<file path="src/rtl/swdiv_pkg.sv">
package swdiv_pkg;
  localparam int unsigned SWALLOW_W = 7;
  localparam int unsigned MAIN_W    = 11;
  localparam int unsigned MOD_LO    = 64;
  localparam int unsigned MOD_HI    = 128;
  localparam int unsigned MAIN_RST  = 3;

  function automatic int unsigned cnt_width(input int unsigned max_mod);
    return $clog2(max_mod + 2);
  endfunction
endpackage

</file>
<file path="src/rtl/swdiv_prescaler.sv">
module swdiv_prescaler #(
  parameter int unsigned PC_W   = 8,
  parameter int unsigned MOD_LO = 64,
  parameter int unsigned MOD_HI = 128
) (
  input  logic            clk,
  input  logic            rst_n,
  input  logic            load,
  input  logic            adv,
  input  logic            sel_hi,
  input  logic            plus_one,
  output logic            tick,
  output logic [PC_W-1:0] cnt_o,
  output logic [PC_W-1:0] mod_o
);
  localparam logic [PC_W-1:0] LO = PC_W'(MOD_LO);
  localparam logic [PC_W-1:0] HI = PC_W'(MOD_HI);

  logic [PC_W-1:0] cnt;
  logic [PC_W-1:0] modulus;

  always_comb begin
    modulus = (sel_hi ? HI : LO) + {{(PC_W-1){1'b0}}, plus_one};
    tick    = (cnt == (modulus - 1'b1));
  end

  always_ff @(posedge clk) begin
    if (!rst_n)     cnt <= '0;
    else if (load)  cnt <= '0;
    else if (adv)   cnt <= tick ? '0 : cnt + 1'b1;
  end

  assign cnt_o = cnt;
  assign mod_o = modulus;
endmodule

</file>
<file path="src/rtl/swdiv_downcount.sv">
module swdiv_downcount #(
  parameter int unsigned W        = 7,
  parameter int unsigned RST_VAL  = 0,
  parameter bit          STOP_ZERO = 1'b1
) (
  input  logic         clk,
  input  logic         rst_n,
  input  logic         load,
  input  logic [W-1:0] load_val,
  input  logic         step,
  output logic         nonzero,
  output logic         at_one
);
  logic [W-1:0] rem;

  always_ff @(posedge clk) begin
    if (!rst_n)        rem <= W'(RST_VAL);
    else if (load)     rem <= load_val;
    else if (step) begin
      if (STOP_ZERO) begin
        if (rem != '0) rem <= rem - 1'b1;
      end else begin
        rem <= rem - 1'b1;
      end
    end
  end

  assign nonzero = (rem != '0);
  assign at_one  = (rem == W'(1));
endmodule

</file>
<file path="src/rtl/swallow_divider.sv">
module swallow_divider
  import swdiv_pkg::*;
#(
  parameter int unsigned A_W  = SWALLOW_W,
  parameter int unsigned B_W  = MAIN_W,
  parameter int unsigned P_LO = MOD_LO,
  parameter int unsigned P_HI = MOD_HI
) (
  input  logic           clk,
  input  logic           rst_n,
  input  logic           hold,
  input  logic [A_W-1:0] a_val,
  input  logic [B_W-1:0] b_val,
  input  logic           p_hi,
  output logic           div_pulse,
  output logic           mod_ctrl
);
  localparam int unsigned PC_W = cnt_width(P_HI);

  logic           running;
  logic           pre_tick;
  logic           sw_active;
  logic           main_last;
  logic           cycle_end;
  logic           load_all;
  logic           advance;
  logic           cfg_p_hi;
  logic [A_W-1:0] cfg_a;
  logic [B_W-1:0] cfg_b;
  logic [PC_W-1:0] pre_cnt;
  logic [PC_W-1:0] pre_mod;

  assign cycle_end = running && pre_tick && main_last;
  assign load_all  = hold || cycle_end;
  assign advance   = running && !hold;

  // run flag: first un-held edge only arms counting, so position 0 shows
  always_ff @(posedge clk) begin
    if (!rst_n)     running <= 1'b0;
    else if (hold)  running <= 1'b0;
    else            running <= 1'b1;
  end

  // setting shadow, adopted only at load points
  always_ff @(posedge clk) begin
    if (!rst_n) begin
      cfg_p_hi <= 1'b0;
      cfg_a    <= '0;
      cfg_b    <= B_W'(MAIN_RST);
    end else if (load_all) begin
      cfg_p_hi <= p_hi;
      cfg_a    <= a_val;
      cfg_b    <= b_val;
    end
  end

  swdiv_prescaler #(.PC_W(PC_W), .MOD_LO(P_LO), .MOD_HI(P_HI)) u_pre (
    .clk      (clk),
    .rst_n    (rst_n),
    .load     (load_all),
    .adv      (advance),
    .sel_hi   (cfg_p_hi),
    .plus_one (sw_active),
    .tick     (pre_tick),
    .cnt_o    (pre_cnt),
    .mod_o    (pre_mod)
  );

  swdiv_downcount #(.W(A_W), .RST_VAL(0), .STOP_ZERO(1'b1)) u_swallow (
    .clk      (clk),
    .rst_n    (rst_n),
    .load     (load_all),
    .load_val (a_val),
    .step     (advance && pre_tick),
    .nonzero  (sw_active),
    .at_one   ()
  );

  swdiv_downcount #(.W(B_W), .RST_VAL(MAIN_RST), .STOP_ZERO(1'b0)) u_main (
    .clk      (clk),
    .rst_n    (rst_n),
    .load     (load_all),
    .load_val (b_val),
    .step     (advance && pre_tick),
    .nonzero  (),
    .at_one   (main_last)
  );

  assign div_pulse = cycle_end;
  assign mod_ctrl  = running && sw_active;
endmodule

</file>
<file path="config.mk">
export PLATFORM = sky130hd
export DESIGN_NAME = swallow_divider
export DESIGN_NICKNAME = d
export VERILOG_FILES = /design/src/rtl/swdiv_pkg.sv /design/src/rtl/swdiv_prescaler.sv /design/src/rtl/swdiv_downcount.sv /design/src/rtl/swallow_divider.sv
export SDC_FILE = /design/constraint.sdc
export NUM_CORES = 1
export LEC_CHECK = 0
export ABC_AREA = 1
export BUFFER_PORTS_ARGS = -buffer_cell sky130_fd_sc_hd__buf_2
export CAP_MARGIN = 20
export CORE_ASPECT_RATIO = 1.4
export CORE_MARGIN = 4
export CORE_UTILIZATION = 31
export CTS_BUF_LIST = sky130_fd_sc_hd__clkbuf_8
export DETAILED_ROUTE_END_ITERATION = 7
export GPL_TIMING_DRIVEN = 0
export PLACE_DENSITY = 0.56
export SLEW_MARGIN = 10
export SYNTH_ARGS = -nofsm -noshare
export SYNTH_HDL_FRONTEND = slang
export SYNTH_SLANG_ARGS = --single-unit
export TNS_END_PERCENT = 10
</file>
<file path="constraint.sdc">
create_clock -name clk -period 2.5 [get_ports clk]
set_input_delay 0.125 -clock clk [delete_from_list [all_inputs] [get_ports clk]]
set_output_delay 0.125 -clock clk [all_outputs]
set_load 0.01 [all_outputs]
</file>
# After elaboration in Yosys (flattened, before gate mapping)

Cells that the tools add are included.

Bits in registers: 28
Input bits: 22
Output and inout bits: 2
Logic and storage cells: 33

Add/sub/neg operators: 5
Equal/unequal tests: 2
Muxes and demuxes: 8
Bitwise gates (word level): 1
Reductions and logical operators: 12

Operators by type and width:

| cell                    | count |
|---|---|
| $mux W11                | 2 |
| $mux W7                 | 3 |
| $mux W8                 | 2 |
| $eq A11 B1 Y1 const B   | 1 |
| $sub A11 B1 Y11 const B | 1 |
| $add A8 B1 Y8           | 1 |
| $add A8 B1 Y8 const B   | 1 |
| $eq A8 B8 Y1            | 1 |
| $sub A8 B1 Y8 const B   | 1 |
| $reduce_bool A7 Y1      | 1 |
| $sub A7 B1 Y7 const B   | 1 |
| $logic_and A1 B1 Y1     | 5 |
| $reduce_bool A2 Y1      | 2 |
| $reduce_and A2 Y1       | 1 |
| $reduce_or A2 Y1        | 1 |
| $logic_not A1 Y1        | 1 |
| $logic_or A1 B1 Y1      | 1 |
| $mux W1                 | 1 |
| $not A1 Y1              | 1 |

# Longest topological paths before layout

Gate-level depths: netlist of the first run.

Word-level depth: 9
Depth in mapped cells: 19
Mapped depth without buffers: 18

# Hierarchy

Synthesis of the first run repeated with hierarchy kept, for this count alone.

Cells, all modules: 309
Area total of the unflattened synthesis: 2,019.4 µm²

Modules (own cells, without submodules):

| module                      | times used | cells each | area each (µm²) | sequential area each (µm²) |
|---|---|---|---|---|
| swdiv_downcount (u_main)    | 1          | 113        | 737.0           | 220.2 |
| swdiv_downcount (u_swallow) | 1          | 93         | 593.1           | 140.1 |
| swdiv_prescaler             | 1          | 84         | 571.8           | 160.2 |
| swallow_divider             | 1          | 19         | 117.6           | 40.0 |

# Worst setup path before layout of the first run

Ideal clock, no wire load.

Path type: register to register
Start point: register u_swallow.rem[0]
End point: register u_main.rem[5]
Setup time: 0.120 ns
Arrival time: 2.074 ns
Required time: 2.380 ns
Slack: 0.307 ns
Cell stages (with the launch flop): 19
Path buffers: 1
Period minus slack after synthesis: 2.193 ns
Cell sequence: dfxtp_1 -> inv_1 -> ha_1 -> inv_2 -> nor2_4 -> nand3_4 -> ha_1 -> inv_1 -> nand2_1 -> nand2_1 -> nor2_1 -> nand2_2 -> nor2_4 -> nand3_4 -> nand2_4 -> buf_8 -> nor2_1 -> o21bai_1 -> nand2_1

Word-level cells in the longest chain between the ends: 8
Elaborated cells between the ends (all ways): 10
Classes of those cells: add/sub: 2; eq/ne: 1; mux: 1; reduce/logical: 6

Ends and longest elaborated chain:

| item                                           | RTL line              | text |
|---|---|---|
| from (decl)                                    | swdiv_downcount.sv:14 | `logic [W-1:0] rem;` |
| from (signal assigned)                         | swdiv_downcount.sv:17 | `if (!rst_n) rem <= W'(RST_VAL);` |
| from (signal assigned)                         | swdiv_downcount.sv:18 | `else if (load) rem <= load_val;` |
| from (signal assigned)                         | swdiv_downcount.sv:21 | `if (rem != '0) rem <= rem - 1'b1;` |
| $reduce_bool A7 Y1 (*)                         | swdiv_downcount.sv:28 | `assign nonzero = (rem != '0);` |
| $add A8 B1 Y8 (*)                              | swdiv_prescaler.sv:23 | `modulus = (sel_hi ? HI : LO) + {{(PC_W-1){1'b0}}, plus_one};` |
| $sub A8 B1 Y8 (*)                              | swdiv_prescaler.sv:24 | `tick = (cnt == (modulus - 1'b1));` |
| $eq A8 B8 Y1 (*)                               | swdiv_prescaler.sv:24 |  |
| $logic_and A1 B1 Y1 (2 in a row)               | swallow_divider.sv:33 | `assign cycle_end = running && pre_tick && main_last;` |
| $logic_or A1 B1 Y1                             | swallow_divider.sv:34 | `assign load_all = hold \|\| cycle_end;` |
| $mux W11 or $reduce_bool A2 Y1 (tied branches) | -                     |  |
| to (signal assigned)                           | swdiv_downcount.sv:17 |  |
| to (signal assigned)                           | swdiv_downcount.sv:18 |  |
| to (signal assigned)                           | swdiv_downcount.sv:21 |  |
| to (decl)                                      | swdiv_downcount.sv:14 |  |

Mark *: on every way between the ends. The rest lies on a longest branch, timed or not.
A chain may end at the register's enable or synchronous reset.

# Worst setup path in the final report of the first run

Start point: register u_swallow.rem[1]
End point: output port div_pulse

Word-level cells in the longest chain between the ends: 6

Ends and longest elaborated chain:

| item                             | RTL line              | text |
|---|---|---|
| $reduce_bool A7 Y1               | swdiv_downcount.sv:28 |  |
| $add A8 B1 Y8                    | swdiv_prescaler.sv:23 |  |
| $sub A8 B1 Y8                    | swdiv_prescaler.sv:24 |  |
| $eq A8 B8 Y1                     | swdiv_prescaler.sv:24 |  |
| $logic_and A1 B1 Y1 (2 in a row) | swallow_divider.sv:33 |  |
| to (decl)                        | swallow_divider.sv:15 | `output logic div_pulse,` |

Every way passes these cells.

==> results of run 1 <==
how the worst min path moves through the flow:
stage / start / to / slack [ps] / cells past startpoint
after floorplan: hold / running$_SDFF_PN0_ / 220 / 1
after global placement: p_hi / cfg_p_hi$_SDFFE_PN0P_ / 350 / 3
after detailed placement: p_hi / cfg_p_hi$_SDFFE_PN0P_ / 360 / 3
after CTS: hold / running$_SDFF_PN0_ / 50 / 2
after global routing: hold / running$_SDFF_PN0_ / 60 / 2
final: p_hi / cfg_p_hi$_SDFFE_PN0P_ / 50 / 3
registers in the layout (all words and copies together) (netlist names):
register,flops
u_pre.cnt_o,8
u_swallow.rem,7
u_main.rem,11
cfg_p_hi,1
running,1
power groups by stage:
stage | Sequential, mW | Combinational, mW | Clock (mW)
finish | 0.513 | 0.399 | 0.379
global route | 0.518 | 0.457 | 0.401
CTS | 0.511 | 0.369 | 0.393
detailed placement | 0.521 | 0.359 | 0
global placement | 0.521 | 0.356 | 0
floorplan | 0.515 | 0.289 | 0
worst reg2reg max path, delay by kind of cell, from the launching register on:
kind / cells / cell delay [ps]
and+or+nand+nor: 11 / 1020
DFF: 1 / 330
AOI/OAI and AO/OA: 1 / 130
buffers and inverters: 4 / 300
adders and majority gates: 2 / 440
layout make-up:
type	instances	area [sq um]
plain buffers	8	65.06
clock buffers	3	41.29
clock inverters	1	30.03
fillers	658	3661
inverters	54	202.7
multi-input cells	215	1157
flip-flops and latches	28	560.5
well taps	70	87.58
repair buffers	26	140.1
per-layer routing:
metal	track usage	up-vias
li1	-	1003
met1	0.1493	847
met2	0.2242	24
met3	0.01291	5
met4	0.04795	0
met5	0	-
repair_timing:
item | CTS | global route
setup endpoints to repair | 1 | 20
gates resized for setup | 4 | 5
hold buffers | 0 | 0
pin swaps | 0 | 2
buffers inserted | 0 | 4
stage by stage:
step / area [sq um] / setup TNS (ps) / total power, mW
floorplan: 1938 / 0 / 0.8034
global placement: 2136 / 0 / 0.8765
detailed placement: 2136 / 0 / 0.8801
CTS: 2226 / 0 / 1.274
global route: 2285 / -51.22 / 1.376
finish: 2285 / 0 / 1.290
cell families (layout without fill, tap and decap cells):
kind of cell             after synthesis  count (layout)  synth area share
adder cells (fa/ha/maj)                5               5           0.03228
AO/OA/AOI/OAI                         22              22           0.06843
XOR/XNOR                              12              12           0.05423
flip-flops                            28              28            0.2892
buffers and inverters                 62              92            0.1381
AND/OR/NAND/NOR                      176             176            0.4177
synth_stat cells, types with 3 or more instances:
library cell  number  area share
buf_6              3       0.017
clkbuf_1           3      0.0058
dfxtp_1           28        0.29
ha_1               5       0.032
inv_1             50       0.097
inv_2              4      0.0077
nand2_1           80        0.15
nand2_2            3      0.0097
nand2_4            3       0.017
nand3_1           24       0.062
nand4_1            3      0.0097
nor2_1            44       0.085
nor2_2             6       0.019
nor3_1             4       0.010
o211ai_1           4       0.015
o21ai_0           10       0.026
xor2_1            10       0.045
==> results by group, run 1 <==
Status
  • Status: finished, final reports clean

Final layout
  • Area grow syn2layout: 17.88%
  • Layout cells sized above 1: 0.1851
  • Commonest non-fill, non-tap cells in the layout: nand2_1 (80), inv_1 (48), nor2_1 (43)
  • Fin cells: 405
  • Most common cell after layout, fill and taps aside: nand2_1
  • Fin nets: 363
  • Post-layout util: 0.3843
  • Antenna cells: 0

STA
  • Final Hold Fails: 0
  • Final Skew: 7.409 ps
  • Slew HR: 0.6590
  • Final critical-path required period: 2385 ps
  • Final setup violating endpoints: 0
  • Worst Max-Slew Pin Slew: 511.5 ps
  • Pins Over Slew Limit: 0
  • WHS: 48.78 ps
  • Tcrit/Tclk final: 0.9542
  • Final worst slack: 114.5 ps
  • Upper clock frequency limit: 419.2 MHz
  • Unrepaired setup endpoints after global routing: true

Min path
  • HP Class: in2reg

Critical path
  • Setup CP Type: reg2out
  • Critical R2R Launch: u_swallow.rem[1]$_SDFFE_PN0P_
  • Critical Path Source: u_swallow.rem[1]$_SDFFE_PN0P_
  • Worst path buffer plus inverter count: 4
  • CP peak stage delay: 330 ps
  • Critical Path Source Type: flop
  • FF-to-FF End: u_main.rem[8]$_SDFFE_PN0P_
  • Crit-path slowest cell: dfxtp_1
  • Setup crit end: div_pulse
  • Setup crit end kind: output pin
  • CP required: 2380 ps
  • Data arrival, critical path: 2260 ps
  • Levels on crit path: 15
  • Critical path's top delay family: simple AND/OR/NAND/NOR gates
  • Register-to-register setup slack: 200 ps
  • Critical path peak fanout: 5
  • Reg2reg path depth: 18
  • Worst path cell trace: inv_2 > ha_4 > inv_2 > nor2_4 > nand3_4 > ha_4 > inv_1 > nand2_1 > nand2_1 > nor2_2 > nand2_2 > nor2_4 > nand2_4 > nor4_4 > buf_2

Detailed routing
  • DR vias/cell: 4.640
  • DRC: 0
  • Number of DRC markers in iteration 0: 46
  • Met1 WL: 1948 microns
  • Final wirelength: 4476 microns
  • Max layer used: met4
  • Final ANT Viol Nets: 0
  • Drt pass-1 iters: 4
  • WL met3: 89 microns
  • Met2 WL post-DR: 2366 microns
  • Via count: 1,879
  • Routed len/inst: 11.05 microns

Global routing
  • GRT Total Usage: 0.1252
  • Vias in the first global route: 1,774
  • Largest net degree at the start of global routing: 17
  • Congestion Overflow GR: 0
  • First-pass GRT wire length: 7610 microns
  • Antenna violations before repair: 0

Pwr
  • Clock group share of total power: 0.294
  • NetSw: 0.4251 mW
  • Leakage: 1.186 nW
  • Maximum vdd drop: 232.8 uV
  • PD cells: 564.7 mW/mm^2
  • Sequential Power Share: 0.397
  • Int Power: 0.8651 mW
  • Sw frac: 0.3295
  • Combinational power share: 0.309

Placed design
  • Detailed placer's ending HPWL: 3383 microns
  • Number of port buffers: 22
  • Placed Cells: 397
  • Routability Congestion: 0.8319
  • Pre-CTS setup slack: 24.49 ps

Logic synthesis
  • Post-synth design cell area: 0.001938 sq mm
  • Post-Syn Nets: 332
  • Main flop type after synthesis: dfxtp_1
  • Mapped Cells: 305
  • Async SR Flop Fraction: 0
  • Synth Register Bits: 28
  • Sequential-to-total area share from yosys stat: 0.2892
  • Synth Area per Inst: 6.354 sq um
  • Yosys warns: 0
  • Count of different cell masters after synthesis: 31
  • Post-synth EDFFs: 0

CTS
  • CTS sink count: 28
  • Num CTS Buffers: 3
  • CTS tree: yes
  • Later-pin clock latency in the skew report: 290 ps
  • Root Buffer: clkbuf_8
  • Clock-pin transition on the worst setup and hold timing paths: 110 ps
  • Clock Path Buffers: 2
  • CTS H-tree depth: 1

Floorplan
  • Chip Width: 74.83 microns
  • Top-Level Pins: 24
  • Die area: 0.007599 sq mm
  • Core Rows: 33
  • Die Y: 101.6 microns
  • Starting Density: 0.3260
  • Core area: 0.005946 sq mm

Job
  • Max Cap Viol: 0
No activity file was read; power rests on OpenSTA's default activity.
==> inputs of run 2 (changes only) <==
--- a/config.mk
+++ b/config.mk
@@ -13,7 +13,6 @@
 export CORE_UTILIZATION = 31
 export CTS_BUF_LIST = sky130_fd_sc_hd__clkbuf_8
 export DETAILED_ROUTE_END_ITERATION = 7
-export GPL_TIMING_DRIVEN = 0
 export PLACE_DENSITY = 0.56
 export SLEW_MARGIN = 10
 export SYNTH_ARGS = -nofsm -noshare
==> run 2 against run 1 <==
Effect of this change: routed wire length shrank 1.2%; final area down 0.49%; final cell count is 0.99% lower; clock skew shrank 1.0 ps; clock power fell by 2%; non-clock buffer count fell by 4; global-route usage rose by 0.29 points; sequential cell count is the same; critical path depth stayed put.
==> results by group, run 2 (synthesized netlist as in run 1, its figures left out) <==
Detailed routing
  • Final wirelength: 4424 microns
  • Via count: 1,832
  • DRC: 0
  • Drt pass-1 iters: 4
  • DR vias/cell: 4.569
  • Number of DRC markers in iteration 0: 58
  • Routed len/inst: 11.03 microns
  • Final ANT Viol Nets: 0

Floorplan
  • Die Y: 101.6 microns
  • Top-Level Pins: 24
  • Core Rows: 33
  • Core area: 0.005946 sq mm
  • Starting Density: 0.3260
  • Die area: 0.007599 sq mm
  • Chip Width: 74.83 microns

STA
  • Final Hold Fails: 0
  • Final critical-path required period: 2422 ps
  • Pins Over Slew Limit: 0
  • Slew HR: 0.4990
  • Worst Max-Slew Pin Slew: 750.7 ps
  • Final setup violating endpoints: 0
  • Tcrit/Tclk final: 0.9687
  • Unrepaired setup endpoints after global routing: true
  • Final Skew: 6.405 ps
  • Final worst slack: 78.14 ps
  • WHS: 58.99 ps
  • Upper clock frequency limit: 412.9 MHz

CTS
  • Clock Path Buffers: 2
  • Clock-pin transition on the worst setup and hold timing paths: 110 ps
  • CTS H-tree depth: 1
  • Num CTS Buffers: 3
  • Hold_buf cts: 0
  • CTS tree: yes
  • Later-pin clock latency in the skew report: 280 ps
  • CTS sink count: 28
  • Root Buffer: clkbuf_8

Final layout
  • Most common cell after layout, fill and taps aside: nand2_1
  • Design area: 0.002273 sq mm
  • Post-layout util: 0.3824
  • Fin nets: 359
  • Layout cells sized above 1: 0.1873
  • Antenna cells: 0
  • Area grow syn2layout: 17.30%
  • Register area: 561.8 sq um
  • Multi-input gate area: 0.001180 sq mm
  • Fill count: 672
  • Largest register FFs: 11
  • Commonest non-fill, non-tap cells in the layout: nand2_1 (80), inv_1 (48), nor2_1 (43)
  • Largest Register: u_main.rem

Critical path
  • Setup crit end kind: output pin
  • CP required: 2380 ps
  • Critical Path Source Type: flop
  • Setup CP Type: reg2out
  • Register-to-register setup slack: 170 ps
  • Data arrival, critical path: 2300 ps
  • Critical path peak fanout: 4

Job
  • Max Cap Viol: 0

Pwr
  • Maximum vdd drop: 251.1 uV
  • PD cells: 563.3 mW/mm^2
  • Leakage: 1.175 nW
  • Design Power: 1.281 mW

Placed design
  • Number of port buffers: 23
  • Placed Area: 0.002091 sq mm
  • Pre-CTS setup slack: 143.3 ps
  • Detailed placer's ending HPWL: 3317 microns
  • Routability Congestion: 0.7613

Min path
  • HP Class: in2reg

Global routing
  • GRT Total Usage: 0.1281
  • Vias in the first global route: 1,819
  • Congestion Overflow GR: 0
  • Antenna violations before repair: 0
  • First-pass GRT wire length: 7790 microns
  • Largest net degree at the start of global routing: 27

Status
  • Status: finished, final reports clean
## run 2: cell count changes in the layout (fill, tap and decap cells not counted), sizes merged
cell / previous run / this run
buf: 31 / 30
clkbuf: 6 / 3
## run 2: per-layer routing
| metal | vias to the layer above | global-route usage | share of wire |
|---|---|---|---|
| met2 | 18 | 0.2235 | 0.51 |
| met4 | 0 | 0.04795 | 0.021 |
| met5 | - | 0 | 0 |
| li1 | 993 | - | - |
| met3 | 6 | 0.01986 | 0.025 |
| met1 | 815 | 0.1545 | 0.45 |
## run 2: path summary, 6_finish.rpt
kind,start,endpoint,cells after the start
worst max-delay path,u_swallow.rem[0]$_SDFFE_PN0P_,div_pulse,15
worst min-delay path,p_hi,cfg_p_hi$_SDFFE_PN0P_,3
worst max register to register,u_swallow.rem[0]$_SDFFE_PN0P_,u_swallow.rem[1]$_SDFFE_PN0P_,18
worst min register to register,u_main.rem[2]$_SDFFE_PN0P_,u_main.rem[2]$_SDFFE_PN0P_,2
## run 2: cell type report
class                      instances  area share
clock inverter                     1     0.01321
multi-input combinational        215      0.5190
sequential                        28      0.2471
tap                               70     0.03853
timing repair buffer              30     0.07375
clock buffer                       3     0.01816
inverter                          54     0.09026
## run 2: worst max-delay path: stages, from the launching register on
cell and delay [ps]:
dfxtp_2 340, inv_4 70, ha_4 130, inv_2 40, nor2_4 80, nand3_4 90
ha_4 270, inv_1 30, nand2_1 40, nand2_1 60, nor2_2 120, nand2_2 80
nor2_4 160, nand2_4 80, nor4_4 250, buf_2 160
## run 2: what timing repair did
action                     4_1_cts  5_1_grt
pin swaps                        0        5
setup endpoints to repair        1       20
setup buffers                    0        5
resized for setup                1       13
## run 2: report_power, final
part	switching, mW	internal, mW	total (mW)
Clock	0.156	0.215	0.371
Sequential	0.0335	0.482	0.515
Combinational	0.230	0.164	0.395
Total	0.420	0.861	1.28
## run 2: per-stage QoR
stage | std cells | setup TNS (ps)
3_5_place_dp | 392 | 0
3_3_place_gp | 392 | 0
5_1_grt | 401 | -172.7
6_report | 401 | 0
2_1_floorplan | 305 | 0
4_1_cts | 396 | 0
==> inputs of run 3 (changes only) <==
--- a/config.mk
+++ b/config.mk
@@ -13,6 +13,7 @@
 export CORE_UTILIZATION = 31
 export CTS_BUF_LIST = sky130_fd_sc_hd__clkbuf_8
 export DETAILED_ROUTE_END_ITERATION = 7
+export MAX_ROUTING_LAYER = met4
 export PLACE_DENSITY = 0.56
 export SLEW_MARGIN = 10
 export SYNTH_ARGS = -nofsm -noshare
==> run 3 against run 2 <==
Effect of this change: total power barely moved; hold slack about the same; first-iteration DRC count is the same; critical path type unchanged; largest cell class unchanged; largest power group unchanged.
==> results by group, run 3 (synthesized netlist as in run 1, its figures left out) <==
Critical path
  • Data arrival, critical path: 2300 ps
  • Crit-path slowest cell: dfxtp_2
  • Setup crit end kind: output pin
  • Critical Path Source Type: flop
  • Worst path cell trace: inv_4 > ha_4 > inv_2 > nor2_4 > nand3_4 > ha_4 > inv_1 > nand2_1 > nand2_1 > nor2_2 > nand2_2 > nor2_4 > nand2_4 > nor4_4 > buf_2
  • Critical R2R Launch: u_swallow.rem[0]$_SDFFE_PN0P_
  • CP required: 2380 ps
  • Critical path peak fanout: 4
  • Setup CP Type: reg2out
  • Reg2reg path depth: 18
  • Critical Path Source: u_swallow.rem[0]$_SDFFE_PN0P_
  • CP peak stage delay: 340 ps

Detailed routing
  • Final wirelength: 4421 microns
  • DR vias/cell: 4.569
  • Routed len/inst: 11.02 microns
  • Final ANT Viol Nets: 0
  • Number of DRC markers in iteration 0: 58
  • Via count: 1,832
  • DRC: 0
  • Drt pass-1 iters: 4

STA
  • Upper clock frequency limit: 412.9 MHz
  • Final Skew: 6.407 ps
  • Unrepaired setup endpoints after global routing: true
  • Final Hold Fails: 0
  • Worst Max-Slew Pin Slew: 750.7 ps
  • Final setup violating endpoints: 0
  • Final critical-path required period: 2422 ps
  • Final worst slack: 78.14 ps
  • Tcrit/Tclk final: 0.9687
  • Slew HR: 0.4990
  • Pins Over Slew Limit: 0

Final layout
  • Fin cells: 401
  • Most common cell after layout, fill and taps aside: nand2_1
  • Post-layout util: 0.3824
  • Largest Register: u_main.rem
  • Area grow syn2layout: 17.30%
  • Antenna cells: 0
  • Commonest non-fill, non-tap cells in the layout: nand2_1 (80), inv_1 (48), nor2_1 (43)
  • Layout cells sized above 1: 0.1873
  • Fin nets: 359
  • Largest register FFs: 11

Global routing
  • Antenna violations before repair: 0
  • Largest net degree at the start of global routing: 27
  • Congestion Overflow GR: 0
  • Vias in the first global route: 1,819
  • First-pass GRT wire length: 7790 microns
  • GRT Total Usage: 0.1319

CTS
  • Clock Path Buffers: 2
  • Root Buffer: clkbuf_8
  • CTS sink count: 28
  • Clock-pin transition on the worst setup and hold timing paths: 110 ps
  • Later-pin clock latency in the skew report: 280 ps
  • Num CTS Buffers: 3
  • CTS tree: yes
  • CTS H-tree depth: 1
  • Hold_buf cts: 0

Placed design
  • Placed Cells: 392
  • Number of port buffers: 23
  • Routability Congestion: 0.7713
  • Pre-CTS setup slack: 143.3 ps
  • Detailed placer's ending HPWL: 3317 microns

Pwr
  • Int Power: 0.8609 mW
  • Clock group share of total power: 0.289
  • Maximum vdd drop: 251.1 uV
  • Leakage: 1.175 nW
  • Design Power: 1.281 mW
  • Sw frac: 0.3278
  • PD cells: 563.3 mW/mm^2
  • Combinational power share: 0.308
  • Sequential Power Share: 0.402
  • NetSw: 0.4198 mW

Min path
  • Hold depth: 3
  • HP Class: in2reg
  • Hold Path Origin: p_hi

Floorplan
  • Top-Level Pins: 24
  • Die area: 0.007599 sq mm
  • Die Y: 101.6 microns
  • Core Rows: 33
  • Core area: 0.005946 sq mm
  • Starting Density: 0.3260
  • Chip Width: 74.83 microns

Status
  • Status: finished, final reports clean

Job
  • Max Cap Viol: 0
==> run 3: cell counts in the layout (fill, tap and decap cells not counted) <==
No cell type changed its count.
==> run 3: worst max-delay path, delay by kind of cell (launching register included) <==
| family | cells | cell delay, ps |
|---|---|---|
| buffers and inverters | 4 | 300 |
| AND/OR/NAND/NOR | 9 | 960 |
| flip-flops | 1 | 340 |
| adder cells (fa/ha/maj) | 2 | 400 |
==> run 3: power groups by stage <==
stage	Combinational [mW]	Clock, mW	Sequential (mW)
finish	0.395	0.371	0.515
global route	0.454	0.394	0.520
CTS	0.351	0.381	0.513
detailed placement	0.348	0	0.522
floorplan	0.289	0	0.515
global placement	0.348	0	0.522
==> run 3: through the flow <==
stage | hold slack [ps] | area [sq um] | TNS (ps)
final | 58.99 | 2273 | 0
after global routing | 88.93 | 2273 | -172.7
after CTS | 59.95 | 2168 | 0
after detailed placement | 359.1 | 2091 | 0
after global placement | 353.8 | 2091 | 0
after floorplan | 220.3 | 1938 | 0
==> run 3: final cells by class <==
| type | instances | area (sq um) |
|---|---|---|
| timing repair buffer | 30 | 167.7 |
| clock inverter | 1 | 30.03 |
| multi-input combinational | 215 | 1180 |
| fill | 672 | 3672 |
| tap | 70 | 87.58 |
| inverter | 54 | 205.2 |
| clock buffer | 3 | 41.29 |
| sequential | 28 | 561.8 |
==> run 3: routing by layer <==
metal  global-route usage  wire length, microns  part of all wire
met5                    -                     0                 0
met4              0.04795                    88             0.020
met3              0.01787                    99             0.022
met2               0.2235                  2250              0.51
met1               0.1557                  1983              0.45
==> run 3: repair_timing <==
action | in CTS | in global routing
setup buffers | 0 | 5
resized for setup | 1 | 13
setup endpoints to repair | 1 | 20
gates cloned | 0 | 0
pin swaps | 0 | 5
==> run 3: path summary, 6_finish.rpt <==
check                                  end  slack (ps)
min                  cfg_p_hi$_SDFFE_PN0P_          60
min reg2reg     u_main.rem[2]$_SDFFE_PN0P_         520
max reg2reg  u_swallow.rem[1]$_SDFFE_PN0P_         170
max                              div_pulse          80
